File: src/rtl/vseg_pkg.sv
package vseg_pkg;

  typedef enum logic [1:0] {
    PRIV_KERNEL = 2'd0,
    PRIV_SUPER  = 2'd1,
    PRIV_USER   = 2'd2
  } priv_t;

  typedef enum logic [2:0] {
    REG_USEG    = 3'd0,
    REG_KDIRECT = 3'd1,
    REG_KNOCACH = 3'd2,
    REG_SMAPPED = 3'd3,
    REG_KMAPPED = 3'd4
  } region_t;

  typedef enum logic [1:0] {
    ACT_IDENTITY = 2'd0,
    ACT_DIRECT   = 2'd1,
    ACT_TLB      = 2'd2,
    ACT_FAULT    = 2'd3
  } action_t;

  localparam int PERM_W = 2;
  localparam logic [PERM_W-1:0] PERM_RW   = 2'b11;
  localparam logic [PERM_W-1:0] PERM_NONE = 2'b00;

endpackage

File: src/rtl/vseg_priv_decode.sv
module vseg_priv_decode
  import vseg_pkg::*;
(
  input  logic [1:0] mode_code,
  output priv_t      priv
);
  always_comb begin
    unique case (mode_code)
      2'b00:   priv = PRIV_KERNEL;
      2'b01:   priv = PRIV_SUPER;
      default: priv = PRIV_USER;
    endcase
  end
endmodule

File: src/rtl/vseg_region_decode.sv
module vseg_region_decode
  import vseg_pkg::*;
#(
  parameter int ADDR_W = 32
) (
  input  logic [ADDR_W-1:0] vaddr,
  output region_t           region,
  output logic [ADDR_W-1:0] offset
);
  localparam int SEL_W = 3;
  localparam int OFF_W = ADDR_W - SEL_W;

  logic [SEL_W-1:0] sel;
  assign sel = vaddr[ADDR_W-1 -: SEL_W];

  // Region bases are aligned to the region size, so subtracting the base
  // is the same as clearing the selector bits.
  assign offset = {{SEL_W{1'b0}}, vaddr[OFF_W-1:0]};

  always_comb begin
    unique casez (sel)
      3'b0??:  region = REG_USEG;
      3'b100:  region = REG_KDIRECT;
      3'b101:  region = REG_KNOCACH;
      3'b110:  region = REG_SMAPPED;
      default: region = REG_KMAPPED;
    endcase
  end
endmodule

File: src/rtl/vseg_access_check.sv
module vseg_access_check
  import vseg_pkg::*;
(
  input  region_t region,
  input  priv_t   priv,
  input  logic    err_level,
  output action_t action
);
  logic is_kernel;
  logic is_super_up;
  assign is_kernel   = (priv == PRIV_KERNEL);
  assign is_super_up = (priv != PRIV_USER);

  always_comb begin
    unique case (region)
      REG_USEG:    action = err_level   ? ACT_IDENTITY : ACT_TLB;
      REG_KDIRECT,
      REG_KNOCACH: action = is_kernel   ? ACT_DIRECT   : ACT_FAULT;
      REG_SMAPPED: action = is_super_up ? ACT_TLB      : ACT_FAULT;
      default:     action = is_kernel   ? ACT_TLB      : ACT_FAULT;
    endcase
  end
endmodule

File: src/rtl/vseg_classifier.sv
module vseg_classifier
  import vseg_pkg::*;
#(
  parameter int ADDR_W = 32,
  parameter int CODE_W = 3
) (
  input  logic              clk,
  input  logic              rst,
  input  logic              in_valid,
  input  logic [ADDR_W-1:0] vaddr,
  input  logic [1:0]        priv_mode,
  input  logic              err_level,
  input  logic [ADDR_W-1:0] tlb_paddr,
  input  logic [1:0]        tlb_perm,
  input  logic [CODE_W-1:0] tlb_code,
  output logic              out_valid,
  output logic [ADDR_W-1:0] out_paddr,
  output logic [1:0]        out_perm,
  output logic              out_use_tlb,
  output logic [CODE_W-1:0] out_code
);
  localparam logic [CODE_W-1:0] CODE_OK  = CODE_W'(0);
  localparam logic [CODE_W-1:0] CODE_BAD = CODE_W'(1);

  priv_t             priv;
  region_t           region;
  action_t           action;
  logic [ADDR_W-1:0] offset;

  vseg_priv_decode u_priv (
    .mode_code (priv_mode),
    .priv      (priv)
  );

  vseg_region_decode #(.ADDR_W(ADDR_W)) u_region (
    .vaddr  (vaddr),
    .region (region),
    .offset (offset)
  );

  vseg_access_check u_check (
    .region    (region),
    .priv      (priv),
    .err_level (err_level),
    .action    (action)
  );

  logic [ADDR_W-1:0] nx_paddr;
  logic [1:0]        nx_perm;
  logic              nx_use_tlb;
  logic [CODE_W-1:0] nx_code;

  always_comb begin
    unique case (action)
      ACT_IDENTITY: begin
        nx_paddr = vaddr;     nx_perm = PERM_RW;   nx_use_tlb = 1'b0; nx_code = CODE_OK;
      end
      ACT_DIRECT: begin
        nx_paddr = offset;    nx_perm = PERM_RW;   nx_use_tlb = 1'b0; nx_code = CODE_OK;
      end
      ACT_TLB: begin
        nx_paddr = tlb_paddr; nx_perm = tlb_perm;  nx_use_tlb = 1'b1; nx_code = tlb_code;
      end
      default: begin
        nx_paddr = '0;        nx_perm = PERM_NONE; nx_use_tlb = 1'b0; nx_code = CODE_BAD;
      end
    endcase
  end

  always_ff @(posedge clk) begin
    if (rst) begin
      out_valid   <= 1'b0;
      out_paddr   <= '0;
      out_perm    <= '0;
      out_use_tlb <= 1'b0;
      out_code    <= '0;
    end else begin
      out_valid <= in_valid;
      if (in_valid) begin
        out_paddr   <= nx_paddr;
        out_perm    <= nx_perm;
        out_use_tlb <= nx_use_tlb;
        out_code    <= nx_code;
      end
    end
  end
endmodule

File: config.mk
export PLATFORM = sky130hd
export DESIGN_NAME = vseg_classifier
export DESIGN_NICKNAME = d
export VERILOG_FILES = /design/src/rtl/vseg_pkg.sv /design/src/rtl/vseg_priv_decode.sv /design/src/rtl/vseg_region_decode.sv /design/src/rtl/vseg_access_check.sv /design/src/rtl/vseg_classifier.sv
export SDC_FILE = /design/constraint.sdc
export NUM_CORES = 1
export LEC_CHECK = 0
export ABC_CLOCK_PERIOD_IN_PS = 1240
export BUFFER_PORTS_ARGS = -buffer_cell sky130_fd_sc_hd__clkbuf_2
export CORE_ASPECT_RATIO = 1.2
export CORE_UTILIZATION = 37
export DETAILED_ROUTE_END_ITERATION = 8
export GPL_TIMING_DRIVEN = 1
export PLACE_DENSITY_LB_ADDON = 0.08
export SYNTH_ARGS = -nofsm -noshare
export SYNTH_HDL_FRONTEND = slang
export SYNTH_SLANG_ARGS = --single-unit
File: constraint.sdc
create_clock -name clk -period 1.24 [get_ports clk]
set_input_delay 0.186 -clock clk [delete_from_list [all_inputs] [get_ports clk]]
set_output_delay 0.186 -clock clk [all_outputs]
set_load 0.02 [all_outputs]
Word level (Yosys, flattened, before mapping) --
Index checks and enable logic that the tools add are counted.
Storage, ports and cells: flip-flop bits (word level) 39, bits in latches 0, RAM bits 0, bits in read-only memories 0, bits of input ports 75, output and inout port bits 39, word-level logic and storage cells 33, memories kept 0
Cells by class: add/sub/neg operators 0, multipliers 0, div/mod/pow operators 0, order comparisons 0, eq/ne operators 10, shifts and indexed selects 0, multiplexer cells 11, bitwise gates (word level) 1, reduce and logical (&&, ||, !) cells 6
Operator list (count):
- case mux 32 bit (3 select lines) | 1
- case mux 3 bit (4 select lines) | 1
- == test 3 bit, second input constant | 3
- case mux 2 bit (2 select lines) | 2
- == test 3 x 2 -> 1 bit, second input constant | 2
- logical NOT 2 bit | 3
- case mux 2 bit (3 select lines) | 1
- case mux 3 bit (2 select lines) | 1
- == test 2 x 1 -> 1 bit, second input constant | 2
- two-way mux 2 bit | 2
- OR reduction 2 bit | 2
- == test 3 x 1 -> 1 bit, second input constant | 1
- logical NOT 3 bit | 1
- two-way mux 1 bit | 3
- == test 2 bit, second input constant | 1
- != test 2 bit, second input constant | 1
- inverter 1 bit | 1

Logic depth before layout (Yosys ltp) --
Gate-level depths: netlist of the first run.
word-level depth 8, gate-level depth with buffers 5, depth with buffers taken out 4

Modules after synthesis --
Synthesis of the first run repeated with hierarchy kept, for this count alone.
Second synthesis, totals: cells, all modules 292, area, all modules 2615.0 um^2
Modules (own cells, without submodules):
- vseg_classifier | times used 1, cells each 242, area an instance 2269.7 um^2, sequential area each 780.7 um^2
- vseg_region_decode | times used 1, cells each 37, area an instance 275.3 um^2, sequential area each 0.0 um^2
- vseg_access_check | times used 1, cells each 11, area an instance 60.1 um^2, sequential area each 0.0 um^2
- vseg_priv_decode | times used 1, cells each 2, area an instance 10.0 um^2, sequential area each 0.0 um^2

Least setup slack after synthesis of the first run --
Ideal clock, no wire load.
kind in2reg, from input vaddr[31], to register out_perm[1], setup time 0.078 ns, arrival time 1.086 ns, required time 1.162 ns, slack 0.076 ns, cell stages on the path 5, path buffers 1, path through inv_2 > o41ai_4 > buf_6 > a211oi_1 > nor3_1
Between the ends: cells in the longest elaborated chain, start to end 8, elaborated cells between the ends (all ways) 16, classes of those cells eq/ne (8); mux (3); bitwise (1); reduce/logical (4)
Ends and longest elaborated chain:
- from (decl) | RTL line vseg_classifier.sv:10 | input logic [ADDR_W-1:0] vaddr,
- == test 3 bit / inverter 1 bit (equally long branches) | RTL line vseg_region_decode.sv:21 | unique casez (sel)
- case mux 3 bit (4 select lines) (*) | RTL line vseg_region_decode.sv:21
- == test 3 x 1 -> 1 bit / == test 3 x 2 -> 1 bit (equally long branches) | RTL line vseg_access_check.sv:15 | unique case (region)
- OR reduction 2 bit | RTL line vseg_access_check.sv:15
- case mux 2 bit (3 select lines) (*) | RTL line vseg_access_check.sv:15
- == test 2 x 1 -> 1 bit / logical NOT 2 bit (equally long branches) | RTL line vseg_classifier.sv:54 | unique case (action)
- OR reduction 2 bit (no line)
- case mux 2 bit (2 select lines) (*) | RTL line vseg_classifier.sv:54
- to (signal assigned) | RTL line vseg_classifier.sv:81 | out_perm <= nx_perm;
- to (decl) | RTL line vseg_classifier.sv:18 | output logic [1:0] out_perm,
Mark *: on every way between the ends. The rest lies on a longest branch, timed or not. A chain may end at the register's enable or synchronous reset.

Worst setup path after layout of the first run --
from input vaddr[31], to register out_paddr[23]
Between the ends: cells in the longest elaborated chain, start to end 7, elaborated cells between the ends (all ways) 15, classes of those cells eq/ne (8); mux (3); bitwise (1); reduce/logical (3)
Ends and longest elaborated chain:
- == test 3 bit / inverter 1 bit (equally long branches) | RTL line vseg_region_decode.sv:21
- case mux 3 bit (4 select lines) (*) | RTL line vseg_region_decode.sv:21
- == test 3 x 1 -> 1 bit / == test 3 x 2 -> 1 bit (equally long branches) | RTL line vseg_access_check.sv:15
- OR reduction 2 bit | RTL line vseg_access_check.sv:15
- case mux 2 bit (3 select lines) (*) | RTL line vseg_access_check.sv:15
- == test 2 bit, or another cell as far along | RTL line vseg_classifier.sv:54
- case mux 32 bit (3 select lines) (*) | RTL line vseg_classifier.sv:54
- to (signal assigned) | RTL line vseg_classifier.sv:80 | out_paddr <= nx_paddr;
- to (decl) | RTL line vseg_classifier.sv:17 | output logic [ADDR_W-1:0] out_paddr,
Marked as above.

==> results of run 1 <==
## layout make-up
cell class,instances,area share (%)
Sequential cell,39,32.3
Timing Repair Buffer,125,29.2
Tap cell,56,2.90
Clock buffer,8,4.14
Multi-Input combinational cell,119,31.0
Inverter,3,0.466
## cells in the mapped netlist (all sizes together)
cell     n  area [µm²]
a211o    1        8.76
a211oi   4        30.0
a21oi    1        5.00
a221oi  29         254
a32oi    2        17.5
and2     1        6.26
buf      7        56.3
clkbuf  10        37.5
clkinv   1        3.75
dfxtp   39         781
inv      2        7.50
mux2i    3        30.0
nand2    1        3.75
nand2b   2        12.5
nor2    36         135
nor3    35         185
o21ai    1        5.00
o31ai    1        21.3
o41ai    1        27.5
or2      1        6.26
## per-stage QoR
| step | cells | setup TNS [ns] | area [µm²] | power [mW] |
|---|---|---|---|---|
| floorplan | 178 | 0 | 1630 | 1.78 |
| global placement | 342 | -2.75 | 2320 | 2.07 |
| detailed placement | 342 | -3.87 | 2320 | 2.07 |
| CTS | 350 | 0 | 2420 | 3.00 |
| global route | 350 | 0 | 2420 | 3.11 |
| finish | 350 | 0 | 2420 | 2.95 |
## final timing paths
check / from / to / slack, ns / cells after the start
hold reg to reg: out_use_tlb / out_use_tlb / 0.48 / 2
setup / recovery: vaddr[31] / out_paddr[23] / 0.12 / 6
hold / removal: vaddr[7] / out_paddr[7] / 0.19 / 3
setup reg to reg: out_paddr[30] / out_paddr[30] / 0.57 / 2
## power groups by stage
stage	clock, mW	sequential [mW]	combinational, mW
floorplan	0	1.51	0.265
global placement	0	1.41	0.658
detailed placement	0	1.41	0.662
CTS	0.956	1.38	0.664
global route	1.01	1.39	0.718
finish	0.920	1.38	0.654
## state kept, by name, summed over array words and instances, names as in the netlist
signal and cells:
out_use_tlb 1, out_paddr 32, out_code 3, out_perm 2, out_valid 1
## cell families after synthesis
kind of cell	count (synthesis)
AOI/OAI and AO/OA	40
buffers and inverters	20
DFF	39
muxes	3
and+or+nand+nor	76
## worst min-delay path: cells and delay by family
kind	cells	cell delay [ns]
AO/OA/AOI/OAI	1	0.08
AND/OR/NAND/NOR	1	0.09
buffers and inverters	1	0.07
## cells in the final DEF (no fill, tap or decap)
| master | instances |
|---|---|
| nand2_1 | 1 |
| dfxtp_1 | 39 |
| inv_2 | 1 |
| nor3_1 | 33 |
| inv_1 | 1 |
| a211oi_1 | 4 |
| clkbuf_1 | 1 |
| o41ai_4 | 1 |
| nand2b_1 | 2 |
| o21ai_0 | 1 |
| buf_12 | 4 |
| nor2_1 | 36 |
| nor3_2 | 2 |
| clkbuf_8 | 7 |
| clkinv_1 | 1 |
| clkbuf_2 | 113 |
| a221oi_1 | 29 |
| and2_1 | 1 |
| a21oi_1 | 1 |
| o31ai_4 | 1 |
| a211o_1 | 1 |
| or2_2 | 1 |
| mux2i_1 | 3 |
| buf_4 | 8 |
| a32oi_1 | 2 |
## routing by layer
| layer | part of all wire (%) | wire, µm | up-vias | GRT usage (%) |
|---|---|---|---|---|
| li1 | - | - | 903 | - |
| met1 | 43 | 1860 | 813 | 20.1 |
| met2 | 50 | 2180 | 61 | 34.8 |
| met3 | 5.8 | 250 | 5 | 3.79 |
| met4 | 0.92 | 40 | 0 | 6.98 |
| met5 | 0 | 0 | - | 0 |
==> flow_summary.json, run 1 <==
{
  "period_share_pct": 90.5,
  "synthMuxAreaShare_pct": 1.84,
  "power_frac_seq_pct": 46.7,
  "p_sw_uw": 816,
  "synthesis.nets": 253,
  "status": "completed",
  "syn_area_per_cell_um2": 9.18,
  "max_cap_violations": 0,
  "vias_per_cell": 5.09,
  "cts_resized": 0,
  "regArea_um2": 781,
  "synth_warnings": 0,
  "drive_above_1_share_pct": 46.9,
  "clockBufferDepth": 2,
  "ys_seq_area_share_pct": 47.8,
  "leakagePower_nw": 1.16,
  "hold_path.class": "input pin to register",
  "drtIter0Drc": 44,
  "dieArea_um2": 4690,
  "n_antenna_cell": 0,
  "pwr_density_cell_nw_per_um2": 1220,
  "crit_buf_inv": 3,
  "cts_tree": "built",
  "pre_cts_ws_ns": -0.193,
  "power_frac_clock_pct": 31.1,
  "finalCoreUtilization_pct": 56.7,
  "hold_viol": 0,
  "core_um2": 4260,
  "grt_pass1_wl_um": 6800,
  "io_pins": 114,
  "finalSetupViolations": 0,
  "cts_hold_buf": 0,
  "grt_max_degree": 40,
  "cts_root_buf": "clkbuf_8",
  "synth_xor_area_share_pct": 0,
  "postLayoutSetupSlackWorst_ns": 0.118,
  "critPathTopFamily": "compound AO/OA/AOI/OAI gates",
  "grt_pass1_vias": 1587,
  "synth_seq_cells": 39,
  "clk_pin_slew_ns": 0.07,
  "clock_latency_ns": 0.28,
  "cts_buffers": 5,
  "cts_num_sinks": 39,
  "n_fill_cell": 424,
  "ant_nets": 0,
  "grt_setup_unrepaired": "no",
  "dp_hpwl_um": 3300,
  "netlist_area_um2": 1630,
  "die_h_um": 74.8,
  "fin_crit_ns": 1.12,
  "cts_max_level": 2,
  "track_usage_pct": 18.3,
  "critPathMaxFanout": 16,
  "crit_path_max_incr_delay_ns": 0.42,
  "gp_congestion": 0.802,
  "power.internal_mw": 2.14,
  "placementRows": 26,
  "comb_power_share_pct": 22.1,
  "worst_pin_slew_ns": 0.343,
  "drt_wl_total_um": 4330,
  "nNetsFinal": 368,
  "syn_inst": 178,
  "clock_skew_ns": 0,
  "synth_compound_area_share_pct": 22.6,
  "relSlewSlack_pct": 76.9,
  "antenna_found_initial": 0,
  "switching_share_pct": 27.6,
  "synthAdderAreaFrac_pct": 0,
  "dr_total_vias": 1782,
  "yosysUniqueCellTypes": 24,
  "path_class": "input pin to register",
  "synth_top_family_by_area": "compound AO/OA/AOI/OAI gates",
  "grt_overflow_total": 0,
  "die_w_um": 62.7,
  "startpoint_type": "input pin",
  "slew_viol_final": 0,
  "multiInputGateArea_um2": 748,
  "cts_setup_buffers": 0,
  "initial_utilization_pct": 38.3,
  "yosys.area_share.simple_pct": 21.4,
  "crit_slowest_cell": "o41ai_4",
  "vdd_drop_max_v": 0.000705,
  "critical_path.endpoint_type": "register",
  "wl_per_cell_um": 12.4,
  "portBuffers": 113,
  "drc": 0,
  "fmax_mhz": 891,
  "cp.required_ns": 1.45,
  "path_cells": "clkbuf_2 -> inv_2 -> o41ai_4 -> buf_4 -> a221oi_1 -> nor3_1",
  "dr.pass1.iters": 4,
  "crit_arrival_ns": 1.33,
  "syn_to_final_growth_pct": 47.9,
  "hold_ws_ns": 0.190
}
(Power assumes the default switching activity.)
==> run 2: changes to the inputs <==
Settings changed: ABC_CLOCK_PERIOD_IN_PS 1240 to unset, CORE_MARGIN set to 2.
==> run 2 against run 1 <==
First-iteration DRC count rose by 55%. Clock power about the same. Cell count up 0.29%. Routed wire length is 4.7% higher. Sequential power is essentially flat. Non-clock buffer count up 1. Register-to-register slack is essentially flat. Sequential share of layout area shrank 0.10 points. Global-route usage is 1.0 points higher. Clock-buffer cell count did not move. Maximum frequency increased by 1.1%.
==> flow_summary.json, run 2 (synthesized netlist as in run 1, its figures left out) <==
{
  "critical_path.endpoint_type": "register",
  "holdPathStages": 3,
  "pwr_density_cell_nw_per_um2": 1220,
  "initial_utilization_pct": 38.3,
  "leakagePower_nw": 1.16,
  "drc": 0,
  "cts_buffers": 5,
  "reg2reg_from": "out_paddr[30]",
  "grt_setup_unrepaired": "no",
  "critPathMaxFanout": 16,
  "status": "completed",
  "clockBufferDepth": 2,
  "pre_cts_ws_ns": -0.172,
  "dp_hpwl_um": 3460,
  "vias_per_cell": 4.89,
  "min_from": "tlb_code[1]",
  "cts_setup_buffers": 0,
  "startpoint_type": "input pin",
  "grt_pass1_wl_um": 7670,
  "hold_path.class": "input pin to register",
  "grt_max_degree": 40,
  "clk_pin_slew_ns": 0.07,
  "ant_nets": 0,
  "path_cells": "clkbuf_2 -> inv_2 -> o41ai_4 -> buf_4 -> a221oi_1 -> nor3_1",
  "crit_slowest_cell": "o41ai_4",
  "gp_congestion": 0.796,
  "max_cap_violations": 0,
  "core_um2": 4260,
  "top_register": "out_paddr",
  "largest_reg_flops": 32,
  "grt_pass1_vias": 1707,
  "wl_per_cell_um": 12.9,
  "n_antenna_cell": 0,
  "dr_total_vias": 1718,
  "final_common_cell": "clkbuf_2",
  "die_h_um": 76.8,
  "fin_crit_ns": 1.11,
  "cts_num_sinks": 39,
  "track_usage_pct": 19.3,
  "dieArea_um2": 4970,
  "worst_pin_slew_ns": 0.350,
  "layout.cells.most_common_list": "clkbuf_2, dfxtp_1, nor2_1",
  "fmax_mhz": 901,
  "crit_path_max_incr_delay_ns": 0.42,
  "placementRows": 26,
  "critPathTopFamily": "compound AO/OA/AOI/OAI gates",
  "min_to": "out_code[1]",
  "vdd_drop_max_v": 0.000744,
  "antenna_found_initial": 0,
  "finalSetupViolations": 0,
  "hold_viol": 0,
  "cts_hold_buf": 0,
  "path_class": "input pin to register",
  "dr.pass1.iters": 4,
  "cts_resized": 0,
  "rrSetupSlack_ns": 0.58,
  "portBuffers": 113,
  "r2r_cells": 2,
  "n_fill_cell": 428,
  "cts_tree": "built",
  "relSlewSlack_pct": 76.7,
  "grt_overflow_total": 0,
  "clock_latency_ns": 0.28,
  "drive_above_1_share_pct": 47.1,
  "cp.required_ns": 1.45,
  "crit_buf_inv": 3,
  "io_pins": 114,
  "reg.largest.list": "out_paddr: 32 flops, out_code: 3 flops, out_perm: 2 flops",
  "hold_ws_ns": 0.191,
  "fin_area_um2": 2420,
  "crit_arrival_ns": 1.32,
  "syn_to_final_growth_pct": 48.3,
  "r2r_end": "out_paddr[30]",
  "drtIter0Drc": 68,
  "drt_wl_total_um": 4540,
  "cts_root_buf": "clkbuf_8",
  "clock_skew_ns": 0,
  "placed_cell_area_um2": 2320,
  "slew_viol_final": 0,
  "period_share_pct": 89.5,
  "postLayoutSetupSlackWorst_ns": 0.130,
  "die_w_um": 64.7,
  "nNetsFinal": 369,
  "cts_max_level": 2
}
## run 2: cell count changes in the layout (fill, tap and decap cells not counted), sizes merged
cell | previous run | this run
buf | 12 | 13
## run 2: tightest hold or removal path, cell delays in order
cell and delay, ns:
clkbuf_2 0.07, mux2i_1 0.06, nor3_1 0.11
## run 2: power by group
group          internal [mW]  switching (mW)  leakage (nW)
Combinational          0.296           0.365         0.787
Sequential              1.34          0.0412         0.323
Clock                  0.507           0.411        0.0515
## run 2: worst max path at each step
stage	start	end	slack (ns)	depth (start not counted)
after floorplan	vaddr[31]	out_perm[1]	0.08	5
after global placement	vaddr[31]	out_paddr[21]	-0.14	6
after detailed placement	vaddr[31]	out_paddr[20]	-0.17	6
after CTS	vaddr[31]	out_paddr[20]	0.13	6
after global routing	vaddr[31]	out_paddr[1]	0.05	6
final	vaddr[31]	out_paddr[25]	0.13	6
## run 2: layout make-up
type                       count  area (µm²)  share of cell area [%]
timing repair buffer         126         713                    29.4
tap                           56        70.1                    2.89
multi-input combinational    119         748                    30.9
sequential                    39         781                    32.2
inverter                       3        11.3                   0.465
clock buffer                   8         100                    4.13
## run 2: routing by layer
layer	vias to the layer above	track usage, %	share of wire [%]
met4	0	8.51	1.5
met5	-	0	0
met2	58	34.5	50
met3	6	4.69	6.4
met1	756	21.2	42
li1	898	-	-
## run 2: stage by stage
step / util [%] / power (mW) / instances / setup TNS (ns)
after CTS: 56.9 / 3.00 / 351 / 0
after global routing: 56.9 / 3.13 / 351 / 0
after detailed placement: 54.5 / 2.08 / 343 / -3.83
after floorplan: - / 1.78 / 178 / 0
after global placement: 54.5 / 2.08 / 343 / -2.98
final: 56.9 / 2.96 / 351 / 0
==> run 3: changes to the inputs <==
Settings changed: CAP_MARGIN set to 10, CORE_UTILIZATION 37 to 44.
Clock period 1.24 ns to 1.3 ns, I/O delays scaled along.
==> run 3 against run 2 <==
Combinational power is 5.4% lower. Sequential power down 4%. First-iteration DRC count fell by 21%. Clock power fell by 3.8%. Sequential share of layout area is 0.35 points higher. Non-clock buffer count is the same. Routed wire length decreased by 1.1%. Largest power group unchanged.
==> flow_summary.json, run 3 (synthesized netlist as in run 1, its figures left out) <==
{
  "status": "completed",
  "gp_congestion": 0.696,
  "path_class": "input pin to register",
  "clk_pin_slew_ns": 0.07,
  "ant_nets": 0,
  "grt_setup_unrepaired": "no",
  "nNetsFinal": 369,
  "cts_hold_buf": 0,
  "min_to": "out_code[1]",
  "die_h_um": 70.8,
  "io_pins": 114,
  "clockBufferDepth": 2,
  "dr_total_vias": 1794,
  "clock_latency_ns": 0.27,
  "cts_max_level": 2,
  "drive_above_1_share_pct": 47.5,
  "power_frac_seq_pct": 46.6,
  "postLayoutSetupSlackWorst_ns": 0.205,
  "fmax_mhz": 913,
  "cts_root_buf": "clkbuf_8",
  "power.internal_mw": 2.04,
  "max_cap_violations": 0,
  "worst_pin_slew_ns": 0.367,
  "power_frac_clock_pct": 31.3,
  "cts_num_sinks": 39,
  "largest_reg_flops": 32,
  "crit_slowest_cell": "o41ai_4",
  "core_um2": 3600,
  "drt_wl_total_um": 4490,
  "initial_utilization_pct": 45.3,
  "critical_path.endpoint_type": "register",
  "grt_pass1_wl_um": 7120,
  "cp.required_ns": 1.51,
  "crit_arrival_ns": 1.30,
  "finalCoreUtilization_pct": 66.5,
  "pre_cts_ws_ns": -0.152,
  "placementRows": 24,
  "wl_per_cell_um": 13.4,
  "reg2reg_from": "out_paddr[30]",
  "r2r_cells": 2,
  "path_depth": 6,
  "holdPathStages": 3,
  "critPathTopFamily": "compound AO/OA/AOI/OAI gates",
  "portBuffers": 113,
  "hold_ws_ns": 0.202,
  "grt_overflow_total": 0,
  "fin_crit_ns": 1.09,
  "pwr_density_cell_nw_per_um2": 1180,
  "antenna_found_initial": 0,
  "period_share_pct": 84.2,
  "placed_cell_area_um2": 2290,
  "finalSetupViolations": 0,
  "final_common_cell": "clkbuf_2",
  "reg.largest.list": "out_paddr: 32 flops, out_code: 3 flops, out_perm: 2 flops",
  "fin_area_um2": 2400,
  "clock_skew_ns": 0,
  "drc": 0,
  "syn_to_final_growth_pct": 46.7,
  "grt_max_degree": 40,
  "dieArea_um2": 4220,
  "min_from": "tlb_code[1]",
  "path_cells": "clkbuf_2 -> inv_2 -> o41ai_4 -> buf_6 -> a211oi_1 -> nor3_1",
  "drtIter0Drc": 54,
  "top_register": "out_paddr",
  "hold_viol": 0,
  "layout.cells.most_common_list": "clkbuf_2, dfxtp_1, nor2_1",
  "cts_buffers": 5,
  "rrSetupSlack_ns": 0.62,
  "comb_power_share_pct": 22.1,
  "startpoint_type": "input pin",
  "critPathMaxFanout": 17,
  "hold_path.class": "input pin to register",
  "leakagePower_nw": 1.16,
  "p_sw_uw": 790,
  "track_usage_pct": 21.4,
  "vdd_drop_max_v": 0.000616,
  "cts_setup_buffers": 0,
  "r2r_end": "out_paddr[30]",
  "vias_per_cell": 5.37,
  "n_antenna_cell": 0,
  "switching_share_pct": 28.0,
  "cts_tree": "built",
  "die_w_um": 59.6,
  "relSlewSlack_pct": 75.3,
  "crit_buf_inv": 3,
  "slew_viol_final": 0,
  "grt_pass1_vias": 1673,
  "dr.pass1.iters": 4,
  "crit_path_max_incr_delay_ns": 0.44,
  "dp_hpwl_um": 3360
}
==> run 3: cell types whose count changed in the layout (fill, tap and decap cells not counted) <==
cell,previous run,this run
buf_12,4,3
buf_6,0,1
clkbuf_1,1,0
clkinvlp_4,0,1
==> run 3: tightest hold or removal path, delay by kind of cell <==
family	cells	cell delay, ns
buf+inv	1	0.08
simple gates	1	0.11
mux	1	0.06
==> run 3: cell type report <==
cell class | count | area [µm²]
Clock buffer | 7 | 96.3
Clock inverter | 1 | 7.51
Fill cell | 327 | 1210
Inverter | 3 | 11.3
Multi-Input combinational cell | 119 | 748
Sequential cell | 39 | 781
Tap cell | 39 | 48.8
Timing Repair Buffer | 126 | 704
==> run 3: repair_timing <==
item	CTS	global route
endpoints found under the hold margin	0	0
endpoints found under the setup margin	0	1
gates resized for setup	0	1
==> run 3: per-layer routing <==
metal	up-vias	track usage (%)	wire length, µm
li1	898	-	-
met1	821	25.3	1870
met2	69	37.5	2260
met3	6	4.75	302
met4	0	6.91	55
met5	-	0	0
==> run 3: power groups by stage <==
stage	registers, mW	clock network, mW	logic [mW]
global placement	1.34	0	0.622
finish	1.32	0.884	0.625
global route	1.33	0.955	0.688
CTS	1.32	0.907	0.631
detailed placement	1.34	0	0.628
floorplan	1.44	0	0.253
==> run 3: how the worst max path moves through the flow <==
stage	slack [ns]	from	end
after global routing	0.03	vaddr[31]	out_paddr[27]
after global placement	-0.08	vaddr[31]	out_paddr[22]
final	0.21	vaddr[31]	out_perm[0]
after floorplan	0.13	vaddr[31]	out_perm[1]
after CTS	0.14	vaddr[31]	out_paddr[27]
after detailed placement	-0.15	vaddr[31]	out_paddr[27]
==> run 3: per-stage QoR <==
stage	cells	TNS (ns)	power (mW)
2_1_floorplan	178	0	1.70
3_3_place_gp	326	-1.49	1.96
5_1_grt	334	0	2.97
6_report	334	0	2.83
3_5_place_dp	326	-2.48	1.97
4_1_cts	334	0	2.86
